===== src/rtl/mvx_pkg.sv =====
package mvx_pkg;

    localparam int XLEN   = 64;
    localparam int XBYTES = XLEN / 8;

    typedef enum logic [1:0] {
        SZ_B = 2'd0,
        SZ_W = 2'd1,
        SZ_L = 2'd2,
        SZ_Q = 2'd3
    } size_e;

    typedef enum logic [1:0] {
        K_RR    = 2'd0,
        K_IMM   = 2'd1,
        K_LOAD  = 2'd2,
        K_STORE = 2'd3
    } kind_e;

    typedef enum logic {
        ST_IDLE = 1'b0,
        ST_WAIT = 1'b1
    } state_e;

    typedef struct packed {
        logic              req;
        logic              we;
        logic [XLEN-1:0]   addr;
        logic [XBYTES-1:0] be;
        logic [XLEN-1:0]   wdata;
    } mreq_t;

    typedef struct packed {
        logic            en;
        logic [3:0]      idx;
        size_e           size;
        logic [XLEN-1:0] data;
    } wport_t;

    function automatic logic [XLEN-1:0] size_mask(size_e s);
        case (s)
            SZ_B:    return 64'h0000_0000_0000_00FF;
            SZ_W:    return 64'h0000_0000_0000_FFFF;
            SZ_L:    return 64'h0000_0000_FFFF_FFFF;
            default: return '1;
        endcase
    endfunction

    function automatic logic [XBYTES-1:0] size_be(size_e s);
        case (s)
            SZ_B:    return 8'h01;
            SZ_W:    return 8'h03;
            SZ_L:    return 8'h0F;
            default: return 8'hFF;
        endcase
    endfunction

    function automatic logic [XLEN-1:0] merge_view(logic [XLEN-1:0] old_v,
                                                   logic [XLEN-1:0] new_v,
                                                   size_e s);
        case (s)
            SZ_B:    return {old_v[63:8],  new_v[7:0]};
            SZ_W:    return {old_v[63:16], new_v[15:0]};
            SZ_L:    return {32'h0, new_v[31:0]};
            default: return new_v;
        endcase
    endfunction

endpackage


===== src/rtl/mvx_regfile.sv =====
module mvx_regfile
    import mvx_pkg::*;
#(
    parameter int NREG   = 16,
    parameter int RIDX_W = $clog2(NREG)
) (
    input  logic              clk,
    input  logic              rst,
    input  logic              wr_en,
    input  logic [RIDX_W-1:0] wr_idx,
    input  size_e             wr_size,
    input  logic [XLEN-1:0]   wr_data,
    input  logic [RIDX_W-1:0] ra_idx,
    input  logic [RIDX_W-1:0] rb_idx,
    input  logic [RIDX_W-1:0] rc_idx,
    output logic [XLEN-1:0]   ra_data,
    output logic [XLEN-1:0]   rb_data,
    output logic [XLEN-1:0]   rc_data
);

    logic [XLEN-1:0] rows [NREG];

    for (genvar g = 0; g < NREG; g++) begin : g_row
        logic [XLEN-1:0] q;
        always_ff @(posedge clk) begin
            if (rst) begin
                q <= '0;
            end else if (wr_en && (wr_idx == RIDX_W'(g))) begin
                q <= merge_view(q, wr_data, wr_size);
            end
        end
        assign rows[g] = q;
    end

    assign ra_data = rows[ra_idx];
    assign rb_data = rows[rb_idx];
    assign rc_data = rows[rc_idx];

endmodule


===== src/rtl/mvx_agen.sv =====
module mvx_agen
    import mvx_pkg::*;
#(
    parameter int DISP_W = 32
) (
    input  logic [DISP_W-1:0] disp,
    input  logic              base_en,
    input  logic [XLEN-1:0]   base_val,
    input  logic              idx_en,
    input  logic [XLEN-1:0]   idx_val,
    input  logic [3:0]        scale,
    output logic [XLEN-1:0]   ea,
    output logic              scale_ok
);

    localparam int EXT_W = XLEN - DISP_W;

    logic [XLEN-1:0] disp_x;
    logic [XLEN-1:0] base_t;
    logic [XLEN-1:0] idx_t;
    logic [1:0]      shamt;

    assign disp_x = {{EXT_W{disp[DISP_W-1]}}, disp};

    always_comb begin
        scale_ok = 1'b1;
        shamt    = 2'd0;
        case (scale)
            4'd1:    shamt = 2'd0;
            4'd2:    shamt = 2'd1;
            4'd4:    shamt = 2'd2;
            4'd8:    shamt = 2'd3;
            default: scale_ok = 1'b0;
        endcase
    end

    assign base_t = base_en ? base_val : '0;
    assign idx_t  = idx_en ? (idx_val << shamt) : '0;
    assign ea     = disp_x + base_t + idx_t;

endmodule


===== src/rtl/mvx_legal.sv =====
module mvx_legal
    import mvx_pkg::*;
(
    input  kind_e kind,
    input  size_e size,
    input  size_e src_view,
    input  size_e dst_view,
    input  logic  scale_ok,
    output logic  bad
);

    logic src_mis;
    logic dst_mis;

    assign src_mis = (src_view != size);
    assign dst_mis = (dst_view != size);

    always_comb begin
        case (kind)
            K_RR:    bad = src_mis || dst_mis;
            K_IMM:   bad = dst_mis;
            K_LOAD:  bad = dst_mis || !scale_ok;
            default: bad = src_mis || !scale_ok;
        endcase
    end

endmodule


===== src/rtl/movexec_unit.sv =====
module movexec_unit
    import mvx_pkg::*;
#(
    parameter int NREG   = 16,
    parameter int DISP_W = 32,
    localparam int RIDX_W = $clog2(NREG)
) (
    input  logic              clk,
    input  logic              rst,
    input  logic              op_valid,
    output logic              op_ready,
    input  logic [1:0]        op_kind,
    input  logic [1:0]        op_size,
    input  logic [RIDX_W-1:0] src_reg,
    input  logic [1:0]        src_view,
    input  logic [RIDX_W-1:0] dst_reg,
    input  logic [1:0]        dst_view,
    input  logic [63:0]       imm,
    input  logic [DISP_W-1:0] disp,
    input  logic              base_en,
    input  logic [RIDX_W-1:0] base_reg,
    input  logic              idx_en,
    input  logic [RIDX_W-1:0] idx_reg,
    input  logic [3:0]        scale,
    output logic              mem_req,
    output logic              mem_we,
    output logic [63:0]       mem_addr,
    output logic [7:0]        mem_be,
    output logic [63:0]       mem_wdata,
    input  logic              mem_rvalid,
    input  logic [63:0]       mem_rdata,
    output logic              done,
    output logic              illegal
);

    kind_e  kind;
    size_e  size;
    state_e state_q;
    mreq_t  mreq_q;
    wport_t wp;

    logic              accept;
    logic              bad;
    logic              scale_ok;
    logic              ld_fin;
    logic [XLEN-1:0]   src_val;
    logic [XLEN-1:0]   base_val;
    logic [XLEN-1:0]   idx_val;
    logic [XLEN-1:0]   ea;
    logic [RIDX_W-1:0] ld_dst_q;
    size_e             ld_size_q;
    logic              done_q;
    logic              ill_q;

    assign kind     = kind_e'(op_kind);
    assign size     = size_e'(op_size);
    assign op_ready = (state_q == ST_IDLE);
    assign accept   = op_valid && op_ready;
    assign ld_fin   = (state_q == ST_WAIT) && mem_rvalid;

    mvx_regfile #(.NREG(NREG)) u_rf (
        .clk     (clk),
        .rst     (rst),
        .wr_en   (wp.en),
        .wr_idx  (wp.idx[RIDX_W-1:0]),
        .wr_size (wp.size),
        .wr_data (wp.data),
        .ra_idx  (src_reg),
        .rb_idx  (base_reg),
        .rc_idx  (idx_reg),
        .ra_data (src_val),
        .rb_data (base_val),
        .rc_data (idx_val)
    );

    mvx_agen #(.DISP_W(DISP_W)) u_agen (
        .disp     (disp),
        .base_en  (base_en),
        .base_val (base_val),
        .idx_en   (idx_en),
        .idx_val  (idx_val),
        .scale    (scale),
        .ea       (ea),
        .scale_ok (scale_ok)
    );

    mvx_legal u_legal (
        .kind     (kind),
        .size     (size),
        .src_view (size_e'(src_view)),
        .dst_view (size_e'(dst_view)),
        .scale_ok (scale_ok),
        .bad      (bad)
    );

    // Single register write port: a returning load has priority because no
    // new move can be accepted while one is outstanding.
    always_comb begin
        wp      = '0;
        wp.size = size;
        if (ld_fin) begin
            wp.en   = 1'b1;
            wp.idx  = 4'(ld_dst_q);
            wp.size = ld_size_q;
            wp.data = mem_rdata & size_mask(ld_size_q);
        end else if (accept && !bad && (kind == K_RR)) begin
            wp.en   = 1'b1;
            wp.idx  = 4'(dst_reg);
            wp.data = src_val & size_mask(size);
        end else if (accept && !bad && (kind == K_IMM)) begin
            wp.en   = 1'b1;
            wp.idx  = 4'(dst_reg);
            wp.data = imm & size_mask(size);
        end
    end

    always_ff @(posedge clk) begin
        if (rst) begin
            state_q   <= ST_IDLE;
            mreq_q    <= '0;
            done_q    <= 1'b0;
            ill_q     <= 1'b0;
            ld_dst_q  <= '0;
            ld_size_q <= SZ_B;
        end else begin
            done_q     <= 1'b0;
            ill_q      <= 1'b0;
            mreq_q.req <= 1'b0;
            if (accept) begin
                if (bad) begin
                    done_q <= 1'b1;
                    ill_q  <= 1'b1;
                end else begin
                    case (kind)
                        K_STORE: begin
                            mreq_q <= '{req: 1'b1, we: 1'b1, addr: ea,
                                        be: size_be(size),
                                        wdata: src_val & size_mask(size)};
                            done_q <= 1'b1;
                        end
                        K_LOAD: begin
                            mreq_q    <= '{req: 1'b1, we: 1'b0, addr: ea,
                                           be: size_be(size), wdata: '0};
                            ld_dst_q  <= dst_reg;
                            ld_size_q <= size;
                            state_q   <= ST_WAIT;
                        end
                        default: done_q <= 1'b1;
                    endcase
                end
            end
            if (ld_fin) begin
                done_q  <= 1'b1;
                state_q <= ST_IDLE;
            end
        end
    end

    assign mem_req   = mreq_q.req;
    assign mem_we    = mreq_q.we;
    assign mem_addr  = mreq_q.addr;
    assign mem_be    = mreq_q.be;
    assign mem_wdata = mreq_q.wdata;
    assign done      = done_q;
    assign illegal   = ill_q;

endmodule


===== config.mk =====
export PLATFORM = sky130hd
export DESIGN_NAME = movexec_unit
export DESIGN_NICKNAME = d
export VERILOG_FILES = /design/src/rtl/mvx_pkg.sv /design/src/rtl/mvx_regfile.sv /design/src/rtl/mvx_agen.sv /design/src/rtl/mvx_legal.sv /design/src/rtl/movexec_unit.sv
export SDC_FILE = /design/constraint.sdc
export NUM_CORES = 2
export LEC_CHECK = 0
export ABC_AREA = 1
export CAP_MARGIN = 20
export CELL_PAD_IN_SITES_DETAIL_PLACEMENT = 1
export CELL_PAD_IN_SITES_GLOBAL_PLACEMENT = 2
export CORE_MARGIN = 10
export CORE_UTILIZATION = 30
export DETAILED_ROUTE_END_ITERATION = 8
export DONT_BUFFER_PORTS = 1
export HOLD_SLACK_MARGIN = 0.03
export PLACE_DENSITY = 0.73
export SYNTH_ARGS = -nofsm -noshare
export SYNTH_HDL_FRONTEND = slang
export SYNTH_SLANG_ARGS = --single-unit
export TNS_END_PERCENT = 10

===== constraint.sdc =====
create_clock -name clk -period 5 [get_ports clk]
set_input_delay 0.5 -clock clk [delete_from_list [all_inputs] [get_ports clk]]
set_output_delay 0.5 -clock clk [all_outputs]
set_load 0.03 [all_outputs]

==> flow_metrics.env <==
export IMPL_setup_ws_ns=-0.4219
export IMPL_viasPerCell=5.787
export IMPL_drive_gt1_frac=0.08536
export IMPL_drv_slew=226
export IMPL_critPathRequiredTime_ns=5.70
export IMPL_avgSynthCellArea_um2=5.857
export IMPL_synth_area_top_cells="dfxtp_1, nand2_1, a21oi_1"
export IMPL_area_growth_pct=15.97
export IMPL_die_area_um2=289500
export IMPL_cts_sinks=1167
export IMPL_ys_types=43
export IMPL_cp_data_arrival_time_ns=6.12
export IMPL_cts_htree_levels=4
export IMPL_yosys_area_top_type_share=0.2902
export IMPL_cp_top_family="compound AO/OA/AOI/OAI gates"
export IMPL_route_detailed_drc=0
export IMPL_slowest_stage="a21oi_1"
export IMPL_crit_cells=26
export IMPL_syn_area_um2=80500
export IMPL_io_pin_count=335
export IMPL_cts_root_buf="clkbuf_16"
export IMPL_rsz0062_at_grt="true"
export IMPL_cts_buffers=160
export IMPL_vias=99719
export IMPL_power_leakage_uw=0.04227
export IMPL_setup_tns_ns=-8.176
export IMPL_critPathBufInv=7
export IMPL_setup_viol=46
export IMPL_maxCapViolCount=0
export IMPL_grt_pass1_vias=99164
export IMPL_relSlewSlack=-0.1895
export IMPL_max_stage_delay_ns=0.57
export IMPL_yosys_warnings=0
export IMPL_place_hpwl_um=301900
export IMPL_synth_nets=14066
export IMPL_status="finished, violations left"
export IMPL_placementRows=190
export IMPL_wire_per_inst_um=28.50
export IMPL_grt_max_degree=724
export IMPL_hp_class="input pin to flip-flop"
export IMPL_first_iter_violations=10273
export IMPL_core_area_um2=267400
export IMPL_crit_path_frequent_cell="buf_4"
export IMPL_r2r_start="u_rf.g_row[1].q[0]"
export IMPL_seq_area_frac_synth=0.2902
export IMPL_period_share=1.084
export IMPL_nets=13876
export IMPL_hold_slack_ns=0.09274
export IMPL_setup_worst_path_class="input pin to flip-flop"
export IMPL_critPathLaunch="idx_reg[0]"
export IMPL_syn_inst=13746
export IMPL_yosysTopAreaCell="dfxtp_1"
export IMPL_insertion_delay_ns=0.88
export IMPL_tightest_slew_ns=1.784
export IMPL_die_w_um=538.0
export IMPL_path_max_fanout=573
export IMPL_grt_antenna_before_repair=26
export IMPL_cts_max_path_buffers=4
export IMPL_port_buffer_count=0
export IMPL_postRouteAntennaNets=0
export IMPL_end_kind="flip-flop"
export IMPL_ys_ff_latch=1167
export IMPL_hp_start="src_reg[2]"
export IMPL_firstDrtPassIters=5
export IMPL_die_height_um=538.0
export IMPL_min_period_ns=5.422
export IMPL_fmax_mhz=184.4
export IMPL_irDropWorstVdd_uv=260.7
export IMPL_wirelength_um=491100
export IMPL_grt_use_total=0.3194
export IMPL_overflow=0
export IMPL_finalPower_uw=28010
export IMPL_start_util=0.3010
export IMPL_synthArstFlopShare=0
export IMPL_gp_congestion=0.9743
export IMPL_ff2ff_path_depth=27
export IMPL_pre_cts_ws_ns=-1.156
export IMPL_violations="max-slew violations, negative setup slack"
export IMPL_power_density_nw_per_um2=300.0
export IMPL_worstHoldPathCells=5
export IMPL_cts_tree="yes"
export IMPL_finClkSkew_ns=0.07782
export IMPL_grt_pass1_wl_um=695300
export IMPL_synthFlopType="dfxtp_1"
export IMPL_hold_violations=0
export IMPL_clkTransAtPathRegs_ns=0.05
export IMPL_synth_edf_count=0
export IMPL_critPathLaunchType="input pin"
==> sequential cells by signal (all words and copies together), names as in the netlist <==
name          count
mem_we            1
mem_req           1
illegal           1
mem_wdata        64
u_rf.g_row.q   1024
ld_size_q         2
mem_be            4
done              1
state_q           1
ld_dst_q          4
mem_addr         64
==> layout by cell type, fill, tap and decap left out, types with 18 or more instances in the layout <==
cell type and instances:
a21oi_1 1892, buf_12 87, buf_4 676, clkbuf_1 30, clkbuf_16 171, clkbuf_8 34, clkinv_2 30, dfxtp_1 1166
fa_1 64, ha_1 59, inv_1 1302, nand2_1 2576, nand3_1 1596, nand3_2 18, nand4_1 41, nor2_1 1731
o211ai_1 130, o21ai_0 1698, o21ai_1 30, o22ai_1 61, xnor2_1 19
==> logic make-up after synthesis <==
| kind of cell | count (synthesis) | share of synthesized area |
|---|---|---|
| buffers and inverters | 2480 | 0.1203 |
| adders and majority gates | 126 | 0.02555 |
| and+or+nand+nor | 6044 | 0.3106 |
| AOI/OAI and AO/OA | 3900 | 0.2501 |
| xor gates and xnor gates | 29 | 0.003155 |
| DFF | 1167 | 0.2902 |
==> worst min-delay path: stages <==
cell	delay, ns
nand3_1	0.07
nand3_1	0.09
a21oi_1	0.08
nand2_1	0.07
a21oi_1	0.06
==> cells in the mapped netlist, types with 5 or more instances <==
master / n
buf_4: 17
buf_1: 188
clkbuf_1: 715
clkinv_1: 7
o21ai_2: 5
a21oi_1: 1900
xor2_1: 8
a21o_1: 10
o21a_1: 16
nor2_2: 8
nor3_1: 13
nand3_2: 12
ha_1: 62
xnor2_1: 21
nand2_2: 7
o211ai_1: 130
nor2_1: 1743
nand3_1: 1604
buf_2: 222
inv_1: 1310
nand4_1: 41
o221ai_1: 14
o21ai_1: 14
dfxtp_1: 1167
inv_2: 16
a22oi_1: 6
nor2_4: 7
o21ai_0: 1720
o22ai_1: 61
fa_1: 64
buf_6: 5
o21bai_1: 12
nand2_1: 2598
==> power by group <==
part | total (uW) | internal (uW) | leakage, uW | switching (uW)
registers | 9510 | 9380 | 0.00941 | 135
clock network | 12000 | 6940 | 0.00256 | 5050
logic | 6510 | 2290 | 0.0303 | 4220
==> metrics by stage <==
step | utilization | cell area, um^2 | cells
2_1_floorplan | - | 80500 | 13746
3_3_place_gp | 0.3266 | 87350 | 16911
3_5_place_dp | 0.3267 | 87380 | 16913
4_1_cts | 0.3468 | 92760 | 17205
5_1_grt | 0.3490 | 93350 | 17227
6_report | 0.3491 | 93360 | 17233
==> path summary, 6_finish.rpt <==
path / to / slack (ns)
worst min register to register: ld_dst_q[2] / 0.46
worst min-delay path: mem_wdata[62] / 0.09
worst max register to register: mem_addr[39] / 0.10
worst max-delay path: mem_addr[39] / -0.42
==> routing by layer <==
metal	track usage	up-vias	routed length, um	part of all wire
li1	-	44669	-	-
met5	0	-	133	0.00027
met2	0.5033	4441	214900	0.44
met4	0.2020	16	35920	0.073
met1	0.4014	49334	200700	0.41
met3	0.05849	1259	39480	0.080
==> timing repair <==
item                                   4_1_cts  5_1_grt
buffers inserted                             0        2
endpoints found under the hold margin      253        0
pin swaps                                    0        0
hold buffers                                15        0
resized for setup                            7       59
setup endpoints to repair                    8      327
cloned                                       0        8
==> layout make-up <==
type / count / area [um^2]
diodes: 10 / 25.02
clock inverters: 50 / 543.0
fillers: 34804 / 174100
clock buffers: 227 / 4659
repair buffers: 795 / 7403
multi-input cells: 10099 / 47820
well taps: 3552 / 4444
flip-flops and latches: 1167 / 23370
inverters: 1333 / 5105
No activity file was read; power rests on OpenSTA's default activity.
